`src/rtl/tmr_gctl_pkg.sv`:
```
// Shared constants for the timer global control unit: the register
// addresses and the bit positions inside the control word.
package tmr_gctl_pkg;
    typedef enum logic [1:0] {
        RA_CTRL = 2'd0,
        RA_ODIS = 2'd1,
        RA_CDIS = 2'd2,
        RA_NONE = 2'd3
    } reg_addr_e;

    localparam int B_OFF    = 0;
    localparam int B_FRZ    = 1;
    localparam int B_GTBO   = 2;
    localparam int B_EXT    = 3;
    localparam int B_RUN    = 4;
    localparam int SLOT_LSB = 8;
    localparam int DIV_LSB  = 16;
endpackage

```
`src/rtl/tmr_gctl_regs.sv`:
```
// Register file for the control word and the two channel masks.
// Writes are taken on any clock edge where reg_we is high; the off bit
// does not block writes. Reads are a combinational mux.
// Assumes NCH <= DATA_W and DIV_LSB + DIV_W <= DATA_W.
module tmr_gctl_regs
    import tmr_gctl_pkg::*;
#(
    parameter int DATA_W = 32,
    parameter int NCH    = 8,
    parameter int SLOT_W = 4,
    parameter int DIV_W  = 8
) (
    input  logic              clk,
    input  logic              rst_n,
    input  logic              we,
    input  logic [1:0]        addr,
    input  logic [DATA_W-1:0] wdata,
    output logic [DATA_W-1:0] rdata,
    output logic              off_q,
    output logic              frz_q,
    output logic              gtbo_q,
    output logic              ext_q,
    output logic              run_q,
    output logic [SLOT_W-1:0] slot_q,
    output logic [DIV_W-1:0]  div_q,
    output logic [DIV_W-1:0]  div_next,
    output logic [NCH-1:0]    odis_q,
    output logic [NCH-1:0]    cdis_q
);
    localparam int MASK_PAD = DATA_W - NCH;

    logic ctrl_wr;
    logic [DATA_W-1:0] ctrl_rd;

    assign ctrl_wr  = we && (addr == RA_CTRL);
    // The divide value as it will stand after this edge
    assign div_next = ctrl_wr ? wdata[DIV_LSB +: DIV_W] : div_q;

    // Control word storage
    always_ff @(posedge clk) begin
        if (!rst_n) begin
            off_q  <= 1'b0;
            frz_q  <= 1'b0;
            gtbo_q <= 1'b0;
            ext_q  <= 1'b0;
            run_q  <= 1'b0;
            slot_q <= '0;
            div_q  <= '0;
        end else if (ctrl_wr) begin
            off_q  <= wdata[B_OFF];
            frz_q  <= wdata[B_FRZ];
            gtbo_q <= wdata[B_GTBO];
            ext_q  <= wdata[B_EXT];
            run_q  <= wdata[B_RUN];
            slot_q <= wdata[SLOT_LSB +: SLOT_W];
            div_q  <= wdata[DIV_LSB +: DIV_W];
        end
    end

    // Output-disable and channel-disable masks
    always_ff @(posedge clk) begin
        if (!rst_n) begin
            odis_q <= '0;
            cdis_q <= '0;
        end else if (we) begin
            if (addr == RA_ODIS) odis_q <= wdata[NCH-1:0];
            if (addr == RA_CDIS) cdis_q <= wdata[NCH-1:0];
        end
    end

    // Assemble the control word for read-back
    always_comb begin
        ctrl_rd                        = '0;
        ctrl_rd[B_OFF]                 = off_q;
        ctrl_rd[B_FRZ]                 = frz_q;
        ctrl_rd[B_GTBO]                = gtbo_q;
        ctrl_rd[B_EXT]                 = ext_q;
        ctrl_rd[B_RUN]                 = run_q;
        ctrl_rd[SLOT_LSB +: SLOT_W]    = slot_q;
        ctrl_rd[DIV_LSB +: DIV_W]      = div_q;
    end

    // Read data mux
    always_comb begin
        case (addr)
            RA_CTRL: rdata = ctrl_rd;
            RA_ODIS: rdata = {{MASK_PAD{1'b0}}, odis_q};
            RA_CDIS: rdata = {{MASK_PAD{1'b0}}, cdis_q};
            default: rdata = '0;
        endcase
    end

    AST_CTRL_STORE: assert property (@(posedge clk) disable iff (!rst_n)
        ctrl_wr |=> (div_q == $past(wdata[DIV_LSB +: DIV_W])) && (off_q == $past(wdata[B_OFF])));
    AST_ODIS_STORE: assert property (@(posedge clk) disable iff (!rst_n)
        (we && addr == RA_ODIS) |=> (odis_q == $past(wdata[NCH-1:0])));
endmodule

```
`src/rtl/tmr_gctl_presc.sv`:
```
// Global prescaler. It counts advancing cycles (run && gate) up to the
// active divide value, pulses tick on the wrap cycle and loads the pending
// divide value only at a wrap or while stopped. Assumes div_next already
// reflects a write made in the same cycle.
module tmr_gctl_presc #(
    parameter int DIV_W = 8
) (
    input  logic             clk,
    input  logic             rst_n,
    input  logic             run,
    input  logic             gate,
    input  logic [DIV_W-1:0] div_next,
    output logic             tick
);
    logic [DIV_W-1:0] cnt;
    logic [DIV_W-1:0] div_act;
    logic             adv;
    logic             wrap;

    assign adv  = run && gate;
    assign wrap = (cnt == div_act);
    assign tick = adv && wrap;

    // Count, wrap and take the new divide value at a period boundary
    always_ff @(posedge clk) begin
        if (!rst_n) begin
            cnt     <= '0;
            div_act <= '0;
        end else if (!run) begin
            cnt     <= '0;
            div_act <= div_next;
        end else if (gate) begin
            if (wrap) begin
                cnt     <= '0;
                div_act <= div_next;
            end else begin
                cnt     <= cnt + 1'b1;
            end
        end
    end

    AST_CNT_BOUND:  assert property (@(posedge clk) disable iff (!rst_n)
        cnt <= div_act);
    AST_WRAP_ZERO:  assert property (@(posedge clk) disable iff (!rst_n)
        tick |=> (cnt == '0));
    AST_IDLE_CLEAR: assert property (@(posedge clk) disable iff (!rst_n)
        !run |=> (cnt == '0));
    AST_HOLD_COUNT: assert property (@(posedge clk) disable iff (!rst_n)
        (run && !gate) |=> (cnt == $past(cnt)));
endmodule

```
`src/rtl/tmr_gctl_frz.sv`:
```
// Per-channel freeze qualifier. A channel is frozen while the global
// freeze bit, debug mode and its own enable are all high; leaving happens
// combinationally as soon as any of the three drops.
module tmr_gctl_frz #(
    parameter int NCH = 8
) (
    input  logic           frz,
    input  logic           dbg,
    input  logic [NCH-1:0] fen,
    output logic [NCH-1:0] frozen
);
    // One qualifier per channel
    for (genvar g = 0; g < NCH; g++) begin : g_ch
        assign frozen[g] = frz && dbg && fen[g];
    end
endmodule

```
`src/rtl/tmr_gctl_top.sv`:
```
// Timer global control unit: register port, prescaler, freeze qualifiers
// and the module-wide selects. The off bit stops functional counting and
// drops the channel clock-enable but leaves the register port working.
module tmr_gctl_top
    import tmr_gctl_pkg::*;
#(
    parameter int DATA_W = 32,
    parameter int NCH    = 8,
    parameter int SLOT_W = 4,
    parameter int DIV_W  = 8
) (
    input  logic              clk,
    input  logic              rst_n,
    input  logic              reg_we,
    input  logic [1:0]        reg_addr,
    input  logic [DATA_W-1:0] reg_wdata,
    output logic [DATA_W-1:0] reg_rdata,
    input  logic              dbg_mode,
    input  logic              gtb_in,
    input  logic [NCH-1:0]    frz_en,
    output logic              chan_clk_en,
    output logic              pre_tick,
    output logic              gtb_out,
    output logic [NCH-1:0]    chan_frozen,
    output logic              busa_ext_sel,
    output logic [SLOT_W-1:0] srv_slot,
    output logic [NCH-1:0]    out_dis,
    output logic [NCH-1:0]    chan_off
);
    logic              off_q, frz_q, gtbo_q, ext_q, run_q;
    logic [SLOT_W-1:0] slot_q;
    logic [DIV_W-1:0]  div_q, div_next;

    tmr_gctl_regs #(.DATA_W(DATA_W), .NCH(NCH), .SLOT_W(SLOT_W), .DIV_W(DIV_W)) u_regs (
        .clk(clk), .rst_n(rst_n), .we(reg_we), .addr(reg_addr), .wdata(reg_wdata),
        .rdata(reg_rdata), .off_q(off_q), .frz_q(frz_q), .gtbo_q(gtbo_q),
        .ext_q(ext_q), .run_q(run_q), .slot_q(slot_q), .div_q(div_q),
        .div_next(div_next), .odis_q(out_dis), .cdis_q(chan_off)
    );

    tmr_gctl_presc #(.DIV_W(DIV_W)) u_presc (
        .clk(clk), .rst_n(rst_n), .run(run_q), .gate(!off_q && gtb_in),
        .div_next(div_next), .tick(pre_tick)
    );

    tmr_gctl_frz #(.NCH(NCH)) u_frz (
        .frz(frz_q), .dbg(dbg_mode), .fen(frz_en), .frozen(chan_frozen)
    );

    assign chan_clk_en  = !off_q;
    assign gtb_out      = gtbo_q;
    assign busa_ext_sel = ext_q;
    assign srv_slot     = slot_q;

    AST_FRZ_NO_DBG:   assert property (@(posedge clk) disable iff (!rst_n)
        !dbg_mode |-> (chan_frozen == '0));
    AST_FRZ_SUBSET:   assert property (@(posedge clk) disable iff (!rst_n)
        ((chan_frozen & ~frz_en) == '0));
    AST_OFF_NO_TICK:  assert property (@(posedge clk) disable iff (!rst_n)
        !chan_clk_en |-> !pre_tick);
    AST_GTB_NO_TICK:  assert property (@(posedge clk) disable iff (!rst_n)
        !gtb_in |-> !pre_tick);
endmodule

```
`config.mk`:
```
export PLATFORM = sky130hd
export DESIGN_NAME = tmr_gctl_top
export DESIGN_NICKNAME = d
export VERILOG_FILES = /design/src/rtl/tmr_gctl_pkg.sv /design/src/rtl/tmr_gctl_regs.sv /design/src/rtl/tmr_gctl_presc.sv /design/src/rtl/tmr_gctl_frz.sv /design/src/rtl/tmr_gctl_top.sv
export SDC_FILE = /design/constraint.sdc
export NUM_CORES = 1
export LEC_CHECK = 0
export ABC_AREA = 1
export ABC_CLOCK_PERIOD_IN_PS = 1700
export BUFFER_PORTS_ARGS = -buffer_cell sky130_fd_sc_hd__buf_4
export CAP_MARGIN = 10
export CORE_ASPECT_RATIO = 0.6
export CORE_MARGIN = 8
export CORE_UTILIZATION = 40
export DETAILED_ROUTE_END_ITERATION = 8
export MAX_ROUTING_LAYER = met4
export PLACE_DENSITY = 0.7
export SYNTH_ARGS = -nofsm -noshare
export SYNTH_HDL_FRONTEND = slang
export SYNTH_SLANG_ARGS = --single-unit
export TNS_END_PERCENT = 5
```
`constraint.sdc`:
```
create_clock -name clk -period 1.7 [get_ports clk]
set_input_delay 0.085 -clock clk [delete_from_list [all_inputs] [get_ports clk]]
set_output_delay 0.085 -clock clk [all_outputs]
set_load 0.05 [all_outputs]
```
# ---- Word-level counts from Yosys, hierarchy flattened
# Cells that the tools add are included.
dict set report op_classes {
  n_mux 6
  eq_ne 5
  n_addsub 1
  n_reduce_logical 19
}
# cell count
set ops {}
lappend ops {{24-bit one-hot mux with 3 select lines} 1}
lappend ops {{8-bit 2-to-1 mux} 5}
lappend ops {{1-bit logical AND} 13}
lappend ops {{8-bit by 1-bit adder with 8-bit output (second input constant)} 1}
lappend ops {{8-bit == test} 1}
lappend ops {{2-bit AND reduction} 4}
lappend ops {{2-bit by 1-bit inequality test with 1-bit output (second input constant)} 2}
lappend ops {{2-bit by 1-bit == test with 1-bit output (second input constant)} 1}
lappend ops {{2-bit == test (second input constant)} 1}
lappend ops {{2-bit zero test} 1}
lappend ops {{1-bit zero test} 1}
dict set report word_totals {
  elab_cells 42
  regBits 49
  input_bits 47
  output_inout_bits 64
}

# ---- Longest topological paths before layout
dict set report logic_depth {
  depth_word 6
  depth_mapped 10
  depth_no_buf 10
}

# ---- Hierarchy
# From an unflattened synthesis, not the netlist that was laid out.
dict set report unflattened {
  cells_unflattened 442
  hier_area_um2 2826.5
}
# module area_per_inst_um2 seq_area_each_um2 instances cells_per_inst
set modules_own_cells {}
lappend modules_own_cells {tmr_gctl_regs 1750.4 660.6 1 275}
lappend modules_own_cells {tmr_gctl_presc 996.0 320.3 1 147}
lappend modules_own_cells {tmr_gctl_frz 66.3 0.0 1 17}
lappend modules_own_cells {tmr_gctl_top 13.8 0.0 1 3}

# ---- Least setup slack after synthesis
# OpenSTA, ideal clock, no wires.
dict set report synth_timing {
  path_kind {register to output}
  startpoint {register u_presc.cnt[6]}
  endpoint {output pre_tick}
  path_stages_with_launch 7
  arrival_ns 1.785
  t_required_ns 1.615
  n_path_buf 0
  setup_slack_ns -0.170
  cell_sequence {dfxtp_1 inv_2 nand2_1 nand2_1 nor2_1 nand3_2 nor3_1}
}
dict set report synth_via {
  elab_chain_len 2
}
# element line_no
set synth_lines {}
lappend synth_lines {{start, declared} tmr_gctl_presc.sv:15} ;# logic [DIV_W-1:0] cnt;
lappend synth_lines {{start signal, assigned} tmr_gctl_presc.sv:37} ;# cnt <= cnt + 1'b1;
lappend synth_lines {{8-bit == test} tmr_gctl_presc.sv:21} ;# assign wrap = (cnt == div_act);
lappend synth_lines {{1-bit logical AND} tmr_gctl_presc.sv:22} ;# assign tick = adv && wrap;
lappend synth_lines {{end, declared} tmr_gctl_top.sv:22} ;# output logic pre_tick,
# Every way passes these cells.

# ---- Worst setup path after layout
dict set report layout_timing {
  startpoint {register u_presc.cnt[1]}
  endpoint {output pre_tick}
}
# Same word-level chain as after synthesis.

==> run_results.csv <==
group,metric,value,unit
place,place_hpwl,5417,um
timing,timing.final.crit_share,0.9337,
die,fp-row-count,22,
global_route,antenna_found_initial,0,
synth,synth_top_family_by_area,"simple AND/OR/NAND/NOR gates",
synth,synthTopCellsByArea,"dfxtp_1, nand2_1, inv_1",
timing,setup_viol,0,
synth,ys_seq_area_frac,0.3954,
timing,setup_tns,0,ns
status,status,"completed",
clock_network,post_cts_buffers,0,
final_layout,stdcell_area,3217,um^2
clock_network,clk_path_buf_depth,2,
routing,route.vias.total,2418,
worst_setup_path,path_max_fanout,5,
routing,postRouteAntennaNets,0,
place,routabilityCongestion,0.8475,
synth,ys_seq_elements,49,
timing,rsz0062_at_grt,"no",
worst_setup_path,path_class,"reg2out",
pwr,ir_drop,367.2,uV
synth,yosys.area_share.simple,0.2592,
routing,wire_per_inst,12.83,um
die,dieArea,9062,um^2
place,post_dp_cell_area,3131,um^2
place,pre_cts_ws,0.2223,ns
die,die_w,117.7,um
die,io_pins,111,
clock_network,cts-resized-gates,0,
synth,synth_edf_count,0,
final_layout,post_route_cells_drive_above_1_share,0.2340,
die,core-area,6056,um^2
synth,syn_inst,371,
clock_network,cts.sinks,49,
routing,avgViaCountPerCell,4.503,
die,start_util,0.4097,
synth,synth_xor_area_frac,0.01412,
clock_network,htree_levels,2,
global_route,grt_start_max_net_pins,34,
min_path,hp-start,"reg_wdata[1]",
worst_setup_path,worst_setup_path_start_kind,"register",
global_route,overflow,0,
worst_setup_path,critPathLaunch,"u_presc.cnt[1]$_SDFFE_PN0P_",
timing,hold_viol_final,0,
global_route,grt_use_total,0.1542,
synth,synthesis.area,2481,um^2
pwr,p_total,2.520,mW
routing,post-route-drc-count,0,
synth,yosysUniqueCellTypes,27,
timing,period_needed,1.587,ns
pwr,p_per_area,783.5,nW/um^2
synth,avgSynthCellArea,6.688,um^2
synth,ys_warn_count,0,
routing,wl,6888,um
clock_network,cts_tree,"built",
timing,final_max_slew_viol_count,0,
synth,synthMuxAreaShare,0,
clock_network,ctsHoldBuffers,0,
timing,relSlewSlack,0.6317,
die,die_h,77.01,um
synth,synth_top_area_frac,0.3954,
timing,worst_pin_slew,0.5509,ns
synth,yosys_most_used_dff,"dfxtp_1",
final_layout,syn_to_final_growth,29.65,%
place,io_buffers,86,
synth,synth_compound_area_frac,0.1457,
routing,drtIter0Drc,124,
global_route,grt_pass1_wl,11470,um
worst_setup_path,rr_startpoint,"u_presc.cnt[1]$_SDFFE_PN0P_",
worst_setup_path,end_kind,"output port",
clock_network,path_clk_slew,0.09,ns
timing,skew,0.005048,ns
clock_network,cts_buffers,5,
timing,fmaxAchievable,630.0,MHz
worst_setup_path,required,1.62,ns
job,max-cap-violations,0,
global_route,grt_pass1_vias,2315,
routing,dr.pass1.iters,4,
timing,fin_ws,0.1128,ns
pwr,p_leak,1.658,nW
clock_network,clock_latency,0.29,ns
final_layout,nNetsFinal,501,
worst_setup_path,arrival,1.50,ns
final_layout,n_antenna_cell,0,
clock_network,cts_root_buf,"clkbuf_8",
synth,yosys.area_share.adder,0.005043,
final_layout,n_fill_cell,624,
min_path,hold_path_class,"in2reg",
synth,ys_async_sr_fraction,0,
synth,yosysTopAreaCell,"dfxtp_1",
[Yosys cell counts, types with 2 or more instances]
| master | number |
|---|---|
| nor3_1 | 4 |
| dfxtp_1 | 49 |
| buf_2 | 4 |
| o21ai_0 | 29 |
| inv_2 | 4 |
| nor2_2 | 2 |
| xnor2_1 | 4 |
| o221ai_1 | 5 |
| nor2_1 | 39 |
| buf_6 | 2 |
| o21ai_1 | 4 |
| buf_4 | 12 |
| a21oi_1 | 23 |
| clkbuf_1 | 3 |
| nand3_1 | 15 |
| nand3_2 | 2 |
| inv_1 | 75 |
| nand2_1 | 81 |
| nor2_4 | 2 |
| o22ai_1 | 3 |
| nand4_1 | 3 |
[where the power goes]
part	total [mW]	switching, mW	internal [mW]
Sequential	1.23	0.0300	1.20
Combinational	0.597	0.419	0.178
Clock	0.697	0.373	0.324
[layout make-up]
| cell class | count | area, um^2 | area share |
|---|---|---|---|
| tap | 84 | 105.1 | 0.03267 |
| inverter | 79 | 296.5 | 0.09218 |
| sequential | 49 | 980.9 | 0.3049 |
| timing repair buffer | 86 | 645.6 | 0.2007 |
| multi-input combinational | 232 | 1102 | 0.3427 |
| clock buffer | 7 | 86.33 | 0.02684 |
[worst paths after layout]
kind,cells after the start,end,slack (ns)
max,7,pre_tick,0.11
min,3,u_regs.frz_q$_SDFFE_PN0P_,0.06
max reg2reg,9,u_presc.div_act[5]$_SDFFE_PN0P_,0.20
min reg2reg,2,u_regs.slot_q[3]$_SDFFE_PN0P_,0.47
[stage by stage]
step	hold WS (ns)	cells	util
after global routing	0.07864	537	0.5312
after global placement	0.3604	530	0.5169
after floorplan	0.2011	382	-
final	0.06075	537	0.5312
after CTS	0.05646	537	0.5312
after detailed placement	0.3671	530	0.5169
[worst max-delay path, stage by stage, from the launching register on]
cell and delay [ns]:
dfxtp_1 0.41, inv_1 0.09, nand2_1 0.07, nand2_1 0.07
nor2_2 0.10, nand3_2 0.11, nor3_2 0.14, buf_4 0.22
[cell families (layout without fill, tap and decap cells)]
logic type	after synthesis	after routing
flip-flops	49	49
AO/OA/AOI/OAI	65	65
adder cells (fa/ha/maj)	1	1
AND/OR/NAND/NOR	150	150
XOR/XNOR	4	4
other	1	12
buffers and inverters	101	172
[state kept, by name (all words and copies together) (netlist names)]
| register | count |
|---|---|
| u_regs.off_q | 1 |
| u_regs.gtbo_q | 1 |
| u_regs.frz_q | 1 |
| u_regs.odis_q | 8 |
| u_presc.cnt | 8 |
| u_regs.div_q | 8 |
| u_presc.div_act | 8 |
| u_regs.cdis_q | 8 |
| u_regs.ext_q | 1 |
| u_regs.slot_q | 4 |
| u_regs.run_q | 1 |
[placed cells by master, fill, tap and decap left out]
cell type,count
nor3_1,3
o22ai_1,3
inv_1,75
nand4_2,1
conb_1,12
clkbuf_1,1
nor3_2,1
buf_4,86
o21ai_1,4
nor2_2,2
nor2_4,2
nand2_4,1
o21ai_0,29
nand2_1,81
xnor2_1,4
inv_2,4
nor2_1,39
o221ai_1,5
ha_1,1
nand3_1,15
nand4_1,3
o21bai_4,1
clkbuf_8,6
a21oi_1,23
dfxtp_1,49
nand3_2,2
[metal layers]
| layer | global-route usage | vias to the layer above | share of wire |
|---|---|---|---|
| li1 | - | 1278 | - |
| met1 | 0.2100 | 1060 | 0.53 |
| met2 | 0.2249 | 76 | 0.41 |
| met3 | 0.03728 | 4 | 0.053 |
| met4 | 0.03431 | 0 | 0.0080 |
| met5 | - | - | 0 |
Note: power is estimated with default switching activity, not from simulation.
